## src/rtl/i2c_rx_pkg.sv

```systemverilog
// Shared types for the I2C master receive engine.
// Assumes: a single clock domain; all states are used by i2c_rx_master only.
package i2c_rx_pkg;

    typedef enum logic [2:0] {
        ST_IDLE,
        ST_START,
        ST_ADDR,
        ST_DATA,
        ST_ACK,
        ST_HOLD,
        ST_STOP
    } eng_state_t;

endpackage

```

## src/rtl/i2c_rx_tickgen.sv

```systemverilog
// Bus-timing divider: emits a one-cycle tick every clk_div+1 cycles.
// Assumes: clk_div is held steady while a transfer runs; clr restarts the count.
module i2c_rx_tickgen #(
    parameter int DIV_W = 8
) (
    input  logic             clk,
    input  logic             rst_n,
    input  logic             clr,
    input  logic [DIV_W-1:0] div,
    output logic             tick
);

    logic [DIV_W-1:0] cnt;

    // Tick whenever the count has reached the programmed limit.
    assign tick = !clr && (cnt >= div);

    // Count up to the limit, then wrap; clear holds it at zero.
    always_ff @(posedge clk) begin
        if (!rst_n || clr)
            cnt <= '0;
        else if (cnt >= div)
            cnt <= '0;
        else
            cnt <= cnt + 1'b1;
    end

    // With a nonzero divider two ticks are never back to back.
    assert_tick_spacing_R4: assert property (@(posedge clk) disable iff (!rst_n)
        (tick && div != '0) |=> (!tick || !$stable(div)));

endmodule

```

## src/rtl/i2c_rx_bytecnt.sv

```systemverilog
// Remaining-byte counter used to warn software ahead of the final byte.
// Assumes: load is only asserted by the parent while the engine is in soft reset.
module i2c_rx_bytecnt #(
    parameter int CNT_W = 8
) (
    input  logic             clk,
    input  logic             rst_n,
    input  logic             load,
    input  logic [CNT_W-1:0] value,
    input  logic             dec,
    output logic             last
);

    localparam logic [CNT_W-1:0] ONE = CNT_W'(1);

    logic [CNT_W-1:0] remain;

    // Exactly one byte left: the byte now being clocked is the final one.
    assign last = (remain == ONE);

    // Load a new count or step down once per completed byte, saturating at zero.
    always_ff @(posedge clk) begin
        if (!rst_n)
            remain <= '0;
        else if (load)
            remain <= value;
        else if (dec && remain != '0)
            remain <= remain - ONE;
    end

endmodule

```

## src/rtl/i2c_rx_master.sv

```systemverilog
// I2C master receive engine: START/repeated START, 7-bit read address,
// byte reception with ACK/NACK, STOP, single-entry buffer with bus stall.
// Assumes: sda_in is already synchronous to clk; no clock stretching,
// no arbitration; each bit slot is four divider ticks (two low, two high).
module i2c_rx_master
    import i2c_rx_pkg::*;
#(
    parameter int DIV_W = 8,
    parameter int CNT_W = 8
) (
    input  logic             clk,
    input  logic             rst_n,
    input  logic             soft_rst,
    input  logic [DIV_W-1:0] clk_div,
    input  logic [6:0]       slave_addr,
    input  logic             start_req,
    input  logic             stop_req,
    input  logic             nack_req,
    input  logic             rd_strobe,
    input  logic             cnt_wr,
    input  logic [CNT_W-1:0] cnt_value,
    output logic             start_pend,
    output logic             stop_pend,
    output logic             nack_pend,
    output logic             busy,
    output logic             stalled,
    output logic [7:0]       rx_data,
    output logic             rx_ready,
    output logic             nack_rcvd,
    output logic             last_flag,
    input  logic             sda_in,
    output logic             scl_oe,
    output logic             sda_oe
);

    localparam logic [3:0] ACK_BIT  = 4'd8;
    localparam logic [3:0] LAST_BIT = 4'd7;
    localparam logic [3:0] WARN_BIT = 4'd2;

    eng_state_t st;
    logic [1:0] ph;
    logic [3:0] bitn;
    logic [7:0] shreg;
    logic       send_nack;
    logic       ack_ok;
    logic       from_hold;
    logic       sda_q;
    logic       scl_d;
    logic       sda_d;
    logic       tick;
    logic       cnt_last;
    logic       stall_cond;
    logic       adv;
    logic       slot_end;
    logic       sample;
    logic       byte_done;
    logic [7:0] addr_byte;

    i2c_rx_tickgen #(.DIV_W(DIV_W)) u_tick (
        .clk  (clk),
        .rst_n(rst_n),
        .clr  (soft_rst || st == ST_IDLE),
        .div  (clk_div),
        .tick (tick)
    );

    i2c_rx_bytecnt #(.CNT_W(CNT_W)) u_cnt (
        .clk  (clk),
        .rst_n(rst_n),
        .load (cnt_wr && soft_rst),
        .value(cnt_value),
        .dec  (byte_done),
        .last (cnt_last)
    );

    // Slot bookkeeping: stall point, phase advance, sample point, byte end.
    assign addr_byte  = {slave_addr, 1'b1};
    assign stall_cond = (st == ST_DATA) && (bitn == LAST_BIT) && (ph == 2'd0)
                        && rx_ready && !stop_pend;
    assign adv        = tick && !stall_cond;
    assign slot_end   = adv && (ph == 2'd3);
    assign sample     = adv && (ph == 2'd2);
    assign byte_done  = (st == ST_DATA) && (bitn == LAST_BIT) && slot_end;
    assign busy       = (st != ST_IDLE);
    assign stalled    = stall_cond;
    assign scl_oe     = scl_d;
    assign sda_oe     = sda_q;

    // Line drive per state and phase; SDA is registered so it trails SCL edges.
    always_comb begin
        scl_d = 1'b0;
        sda_d = 1'b0;
        case (st)
            ST_START: begin
                scl_d = (ph == 2'd0) ? from_hold : (ph == 2'd3);
                sda_d = (ph >= 2'd2);
            end
            ST_ADDR: begin
                scl_d = (ph < 2'd2);
                sda_d = (bitn < ACK_BIT) ? !addr_byte[3'd7 - bitn[2:0]] : 1'b0;
            end
            ST_DATA: scl_d = (ph < 2'd2);
            ST_ACK: begin
                scl_d = (ph < 2'd2);
                sda_d = !send_nack;
            end
            ST_HOLD: scl_d = 1'b1;
            ST_STOP: begin
                scl_d = (ph < 2'd2);
                sda_d = (ph != 2'd3);
            end
            default: ;
        endcase
    end

    // SDA output register, one cycle behind the state that requests it.
    always_ff @(posedge clk) begin
        if (!rst_n || soft_rst)
            sda_q <= 1'b0;
        else
            sda_q <= sda_d;
    end

    // Sequencer: walks phases and bit slots and picks the next bus action.
    always_ff @(posedge clk) begin
        if (!rst_n || soft_rst) begin
            st        <= ST_IDLE;
            ph        <= 2'd0;
            bitn      <= 4'd0;
            from_hold <= 1'b0;
        end else begin
            case (st)
                ST_IDLE: begin
                    if (start_pend) begin
                        st        <= ST_START;
                        ph        <= 2'd0;
                        from_hold <= 1'b0;
                    end
                end
                ST_HOLD: begin
                    if (tick) begin
                        if (start_pend) begin
                            st        <= ST_START;
                            ph        <= 2'd0;
                            from_hold <= 1'b1;
                        end else if (stop_pend) begin
                            st <= ST_STOP;
                            ph <= 2'd0;
                        end
                    end
                end
                default: begin
                    if (adv)
                        ph <= ph + 2'd1;
                    if (slot_end) begin
                        case (st)
                            ST_START: begin
                                st   <= ST_ADDR;
                                bitn <= 4'd0;
                            end
                            ST_ADDR: begin
                                if (bitn == ACK_BIT) begin
                                    bitn <= 4'd0;
                                    st   <= ack_ok ? ST_DATA : ST_STOP;
                                end else begin
                                    bitn <= bitn + 4'd1;
                                end
                            end
                            ST_DATA: begin
                                if (bitn == LAST_BIT)
                                    st <= ST_ACK;
                                else
                                    bitn <= bitn + 4'd1;
                            end
                            ST_ACK: begin
                                bitn <= 4'd0;
                                if (!send_nack)
                                    st <= ST_DATA;
                                else if (stop_pend)
                                    st <= ST_STOP;
                                else
                                    st <= ST_HOLD;
                            end
                            ST_STOP: st <= ST_IDLE;
                            default: ;
                        endcase
                    end
                end
            endcase
        end
    end

    // Request bits, sampling, holding buffer and status flags.
    always_ff @(posedge clk) begin
        if (!rst_n || soft_rst) begin
            start_pend <= 1'b0;
            stop_pend  <= 1'b0;
            nack_pend  <= 1'b0;
            nack_rcvd  <= 1'b0;
            last_flag  <= 1'b0;
            rx_ready   <= 1'b0;
            rx_data    <= 8'h00;
            shreg      <= 8'h00;
            send_nack  <= 1'b0;
            ack_ok     <= 1'b0;
        end else begin
            if (rd_strobe)
                rx_ready <= 1'b0;
            if (start_req) begin
                start_pend <= 1'b1;
                nack_rcvd  <= 1'b0;
                last_flag  <= 1'b0;
            end
            if (stop_req && busy)
                stop_pend <= 1'b1;
            if (nack_req && busy)
                nack_pend <= 1'b1;
            if (sample && st == ST_ADDR && bitn == ACK_BIT)
                ack_ok <= !sda_in;
            if (sample && st == ST_DATA) begin
                shreg <= {shreg[6:0], sda_in};
                if (bitn == WARN_BIT && cnt_last)
                    last_flag <= 1'b1;
            end
            if (byte_done) begin
                send_nack <= nack_pend || stop_pend;
                if (!rx_ready) begin
                    rx_data  <= shreg;
                    rx_ready <= 1'b1;
                end
            end
            if (st == ST_ADDR && bitn == ACK_BIT && slot_end) begin
                start_pend <= 1'b0;
                if (!ack_ok)
                    nack_rcvd <= 1'b1;
            end
            if (st == ST_ACK && slot_end && send_nack)
                nack_pend <= 1'b0;
            if (st == ST_STOP && slot_end)
                stop_pend <= 1'b0;
        end
    end

    // While the engine waits on the buffer, SCL must stay pulled low.
    assert_stall_scl_low_R6: assert property (@(posedge clk) disable iff (!rst_n)
        stalled |-> scl_oe);

    // An unread byte is neither dropped nor replaced.
    assert_buffer_kept_R3: assert property (@(posedge clk) disable iff (!rst_n)
        (rx_ready && !rd_strobe && !soft_rst) |=> (rx_ready && $stable(rx_data)));

    // Inside a bit slot SDA holds while SCL is released.
    assert_sda_steady_R4: assert property (@(posedge clk) disable iff (!rst_n)
        (!scl_oe && !$past(scl_oe) && $past(st) == st &&
         (st == ST_ADDR || st == ST_DATA || st == ST_ACK)) |-> $stable(sda_oe));

    // The NACK request clears only at the end of an acknowledge slot.
    assert_nack_oneshot_R7: assert property (@(posedge clk) disable iff (!rst_n)
        ($fell(nack_pend) && !$past(soft_rst)) |-> ($past(st) == ST_ACK));

    // The start request clears only once the address slot has ended.
    assert_start_clear_R2: assert property (@(posedge clk) disable iff (!rst_n)
        ($fell(start_pend) && !$past(soft_rst)) |-> ($past(st) == ST_ADDR));

    // An idle engine leaves SDA released once the last STOP has finished.
    assert_idle_release_R1: assert property (@(posedge clk) disable iff (!rst_n)
        (!busy && !$past(busy)) |-> !sda_oe);

endmodule

```

## config.mk

```make
export PLATFORM = sky130hd
export DESIGN_NAME = i2c_rx_master
export DESIGN_NICKNAME = d
export VERILOG_FILES = /design/src/rtl/i2c_rx_pkg.sv /design/src/rtl/i2c_rx_tickgen.sv /design/src/rtl/i2c_rx_bytecnt.sv /design/src/rtl/i2c_rx_master.sv
export SDC_FILE = /design/constraint.sdc
export NUM_CORES = 1
export LEC_CHECK = 0
export BUFFER_PORTS_ARGS = -buffer_cell sky130_fd_sc_hd__buf_2
export CAP_MARGIN = 20
export CELL_PAD_IN_SITES_DETAIL_PLACEMENT = 0
export CELL_PAD_IN_SITES_GLOBAL_PLACEMENT = 1
export CORE_ASPECT_RATIO = 1.25
export CORE_MARGIN = 4
export CORE_UTILIZATION = 30
export CTS_BUF_LIST = sky130_fd_sc_hd__clkbuf_4
export DETAILED_ROUTE_END_ITERATION = 10
export PLACE_DENSITY = 0.64
export REMOVE_ABC_BUFFERS = 1
export SLEW_MARGIN = 10
export SYNTH_ARGS = -nofsm -noshare
export SYNTH_HDL_FRONTEND = slang
export SYNTH_SLANG_ARGS = --single-unit
```

## constraint.sdc

```tcl
create_clock -name clk -period 2.4 [get_ports clk]
set_input_delay 0.24 -clock clk [delete_from_list [all_inputs] [get_ports clk]]
set_output_delay 0.24 -clock clk [all_outputs]
set_load 0.01 [all_outputs]
```

==> impl_results.md <==
* Run status: complete, no violations
* CP startpoint kind: flip-flop
* Worst-path cell chain: ha_1, nand2_1, a211o_1, o21ba_2, buf_4, or4_1, a31oi_1
* Initial antenna violation count at 0
* NumNets Final at approximately 490
* Worst Reg-to-Reg Cells at 7
* Util after Layout at a little over a third
* Worst EP arrival at around 2.6 ns
* Worst hold path class: in -> reg
* Most common cell in the netlist: dfxtp_1
* CP Buf/Inv Count at 1
* Area growth from synthesis to layout at 18.0%
* Inst Count DP at 560
* First-pass GRT wire length at between 10000 and 15000 um
* Vias at 3115
* Ranking of synthesized cells by area: dfxtp_1 33%, ha_1 6.8%, mux2i_1 4.2%
* F_max at about 0.44 GHz
* Crit path max-delay family: compound AO/OA/AOI/OAI gates
* Layout Skew at about 0.012 ns
* Std-Cell Rows at between 40 and 50
* Post-synth top flop: dfxtp_1
* Synth top area share at ~33%
* WL final at 8770 um
* Wire per inst at around 15 um
* Reg2Reg Capture Point: u_cnt.remain[3]$_SDFFE_PN0P_
* Pin count of the biggest net entering global routing at 21
* Setup slack after layout at 0.147 ns
* Max-slew headroom at between 30% and 40%
* Synth async-reset ratio at 0%
* Peak VDD IR at about 0.2 mV
* Leakage at around 1.4 nW
* Sequential fraction of the synthesis area at around 33%
* Die H at between 100 and 150 um
* Input/output buffers at around 50
* Number of max-cap violations at 0
* Routed Antenna Nets at 0
* Type of element capturing the critical path: flip-flop
* Ports at 50
* Synth Register Bits at approximately 50
* Crit path max fanout at 14
* Gr usage total at 14.6%
* Core Region at between 10000 and 15000 um^2
* Synth Cell Area at 3130 um^2
* Post-DP HPWL at 6630 um
* Synthesized area per cell at about 8.2 um^2
* Setup Fix Bufs, Post-CTS at 0
* Hold Vio Cnt, Final at 0
* Maximum buffer depth of the clock tree at 2
* Area leader, netlist: dfxtp_1
* Final Non-Filler Cells at around 570
* Slew @ Worst Pin at a little over 0.9 ns
* Reg2reg start: u_tick.cnt[5]$_SDFF_PP0_
* Antenna Cells at 0
* Post-Syn Instances at 382
* Via density at ~5.5
* Final GP Congestion at roughly 0.76
* Final Cycle Share at a little over nine tenths
* DRT iter0 DRCs at around 180
* CP max-delay cell: or4_1
* CTS buffer count at 5
* Initial Util at 30.8%
* HP Start: sda_in
* Max incr delay on CP at roughly 0.51 ns
* Pre-antenna DRT Iters at 5
* Slew Viols, Final at 0
* Yosys warnings at 0
* Full die area at about 12000 um^2
* CTS root buf: clkbuf_4
* Layout cells sized above 1 at 21.5%
* Die width at a little under 100 um
* CTS tree: built
* Number of synthesized flops with an enable pin at 0
* R2R Setup Slk at 0.15 ns
* DRC at 0
* Vias in the first global route at just under 3000
* Hold Path Sink: shreg[0]$_SDFFE_PP0P_
* GRT overflow at 0
* Clock latency on the worst-skew pair at roughly 0.38 ns
* Post-synth top cells: 51 x dfxtp_1, 33 x nand2_1, 24 x nor2_1
* RSZ-0062 raised after global routing: no
* H-tree depth at 2
* Sink Count at slightly above 50
* Crit path kind: reg -> reg
* DP Worst Slack at roughly 0.091 ns
* WHS Path Cells at 3
* Fin crit period at around 2.3 ns
* Final setup vio count at 0
* Power density over the cells at roughly 420 nW/um^2
* Post-synth cell types at between 60 and 70
* Clock transition at path regs at 0.16 ns
* Critical path required time at about 2.7 ns
worst register-to-register path, stage by stage (launching register included):
cell and delay (ns):
dfxtp_1 0.38, ha_1 0.30, nand2_1 0.05, a211o_1 0.30, o21ba_2 0.28, buf_4 0.21, or4_1 0.51, a31oi_1 0.16
cells in the final DEF (no fill, tap or decap), types with 2 or more instances in the layout:
| cell | n |
|---|---|
| dfxtp_1 | 51 |
| buf_2 | 49 |
| nand2_1 | 33 |
| buf_4 | 26 |
| nor2_1 | 24 |
| inv_1 | 21 |
| a21oi_1 | 21 |
| nand3_1 | 18 |
| ha_1 | 17 |
| o21ai_0 | 16 |
| o31ai_1 | 15 |
| mux2i_1 | 13 |
| nor3_1 | 10 |
| nand2b_1 | 9 |
| or4_1 | 9 |
| a31oi_1 | 9 |
| nand4_1 | 9 |
| nor4_1 | 6 |
| o21ai_1 | 5 |
| o211ai_1 | 5 |
| nor3b_1 | 5 |
| clkbuf_4 | 5 |
| and3_1 | 4 |
| a211oi_1 | 4 |
| xor2_1 | 4 |
| nand3b_1 | 3 |
| a32o_1 | 3 |
| a211o_1 | 2 |
| or3_1 | 2 |
| or2_2 | 2 |
| a221o_1 | 2 |
| nor2b_1 | 2 |
| xnor2_1 | 2 |
registers in the layout, summed over array words and instances, names as in the netlist:
register	cells
ph	2
from_hold	1
st	3
nack_pend	1
u_cnt.remain	8
send_nack	1
last_flag	1
u_tick.cnt	8
stop_pend	1
rx_data	8
bitn	4
nack_rcvd	1
start_pend	1
rx_ready	1
shreg	8
ack_ok	1
sda_oe	1
power by group:
part | leakage (nW) | internal [mW] | switching (mW)
logic | 0.949 | 0.0806 | 0.0973
registers | 0.412 | 0.858 | 0.0146
clock network | 0.0373 | 0.214 | 0.292
kinds of logic (layout without fill, tap and decap cells):
kind of cell / after synthesis / in the layout / share of synthesized area, %
adders and majority gates: 17 / 17 / 6.79
AOI/OAI and AO/OA: 98 / 98 / 21.6
and+or+nand+nor: 147 / 147 / 25.5
xor gates and xnor gates: 6 / 6 / 1.68
DFF: 51 / 51 / 32.6
buffers and inverters: 49 / 105 / 6.87
muxes: 14 / 14 / 4.88
repair_timing:
action | in CTS | in global routing
resized for setup | 0 | 2
hold buffers | 0 | 0
setup endpoints to repair | 0 | 8
cell type report:
class | instances | area [um^2]
inverters | 22 | 82.6
multi-input cells | 282 | 1890
repair buffers | 76 | 460
flip-flops and latches | 51 | 1020
fillers | 1104 | 6460
clock buffers | 5 | 37.5
clock inverters | 2 | 37.5
well taps | 129 | 161
stage by stage:
| stage | total power, mW | TNS (ns) | cell area, um^2 | hold slack [ns] |
|---|---|---|---|---|
| floorplan | 0.987 | -4.01 | 3000 | 0.376 |
| global placement | 1.07 | 0 | 3620 | 0.452 |
| detailed placement | 1.07 | 0 | 3620 | 0.459 |
| CTS | 1.59 | 0 | 3690 | 0.0863 |
| global route | 1.64 | 0 | 3690 | 0.100 |
| finish | 1.56 | 0 | 3690 | 0.100 |
worst max path at each step:
stage / startpoint / endpoint / slack (ns) / cells past startpoint
3_5_place_dp: clk_div[7] / u_cnt.remain[5]$_SDFFE_PN0P_ / 0.09 / 9
4_1_cts: u_tick.cnt[5]$_SDFF_PP0_ / u_cnt.remain[3]$_SDFFE_PN0P_ / 0.08 / 7
6_report: u_tick.cnt[5]$_SDFF_PP0_ / u_cnt.remain[3]$_SDFFE_PN0P_ / 0.15 / 7
3_3_place_gp: clk_div[7] / u_cnt.remain[3]$_SDFFE_PN0P_ / 0.11 / 9
2_1_floorplan: u_tick.cnt[0]$_SDFF_PP0_ / last_flag$_SDFF_PP0_ / -0.38 / 7
5_1_grt: u_tick.cnt[5]$_SDFF_PP0_ / u_cnt.remain[4]$_SDFFE_PN0P_ / 0.02 / 7
routing by layer:
metal  vias up  global-route usage (%)  share of wire [%]
li1       1522                       -                  -
met1      1488                    18.4                 44
met2        95                    25.8                 50
met3        10                    2.62                5.6
met4         0                    3.42                1.3
met5         -                       0                  0
Note: power is estimated with default switching activity, not from simulation.
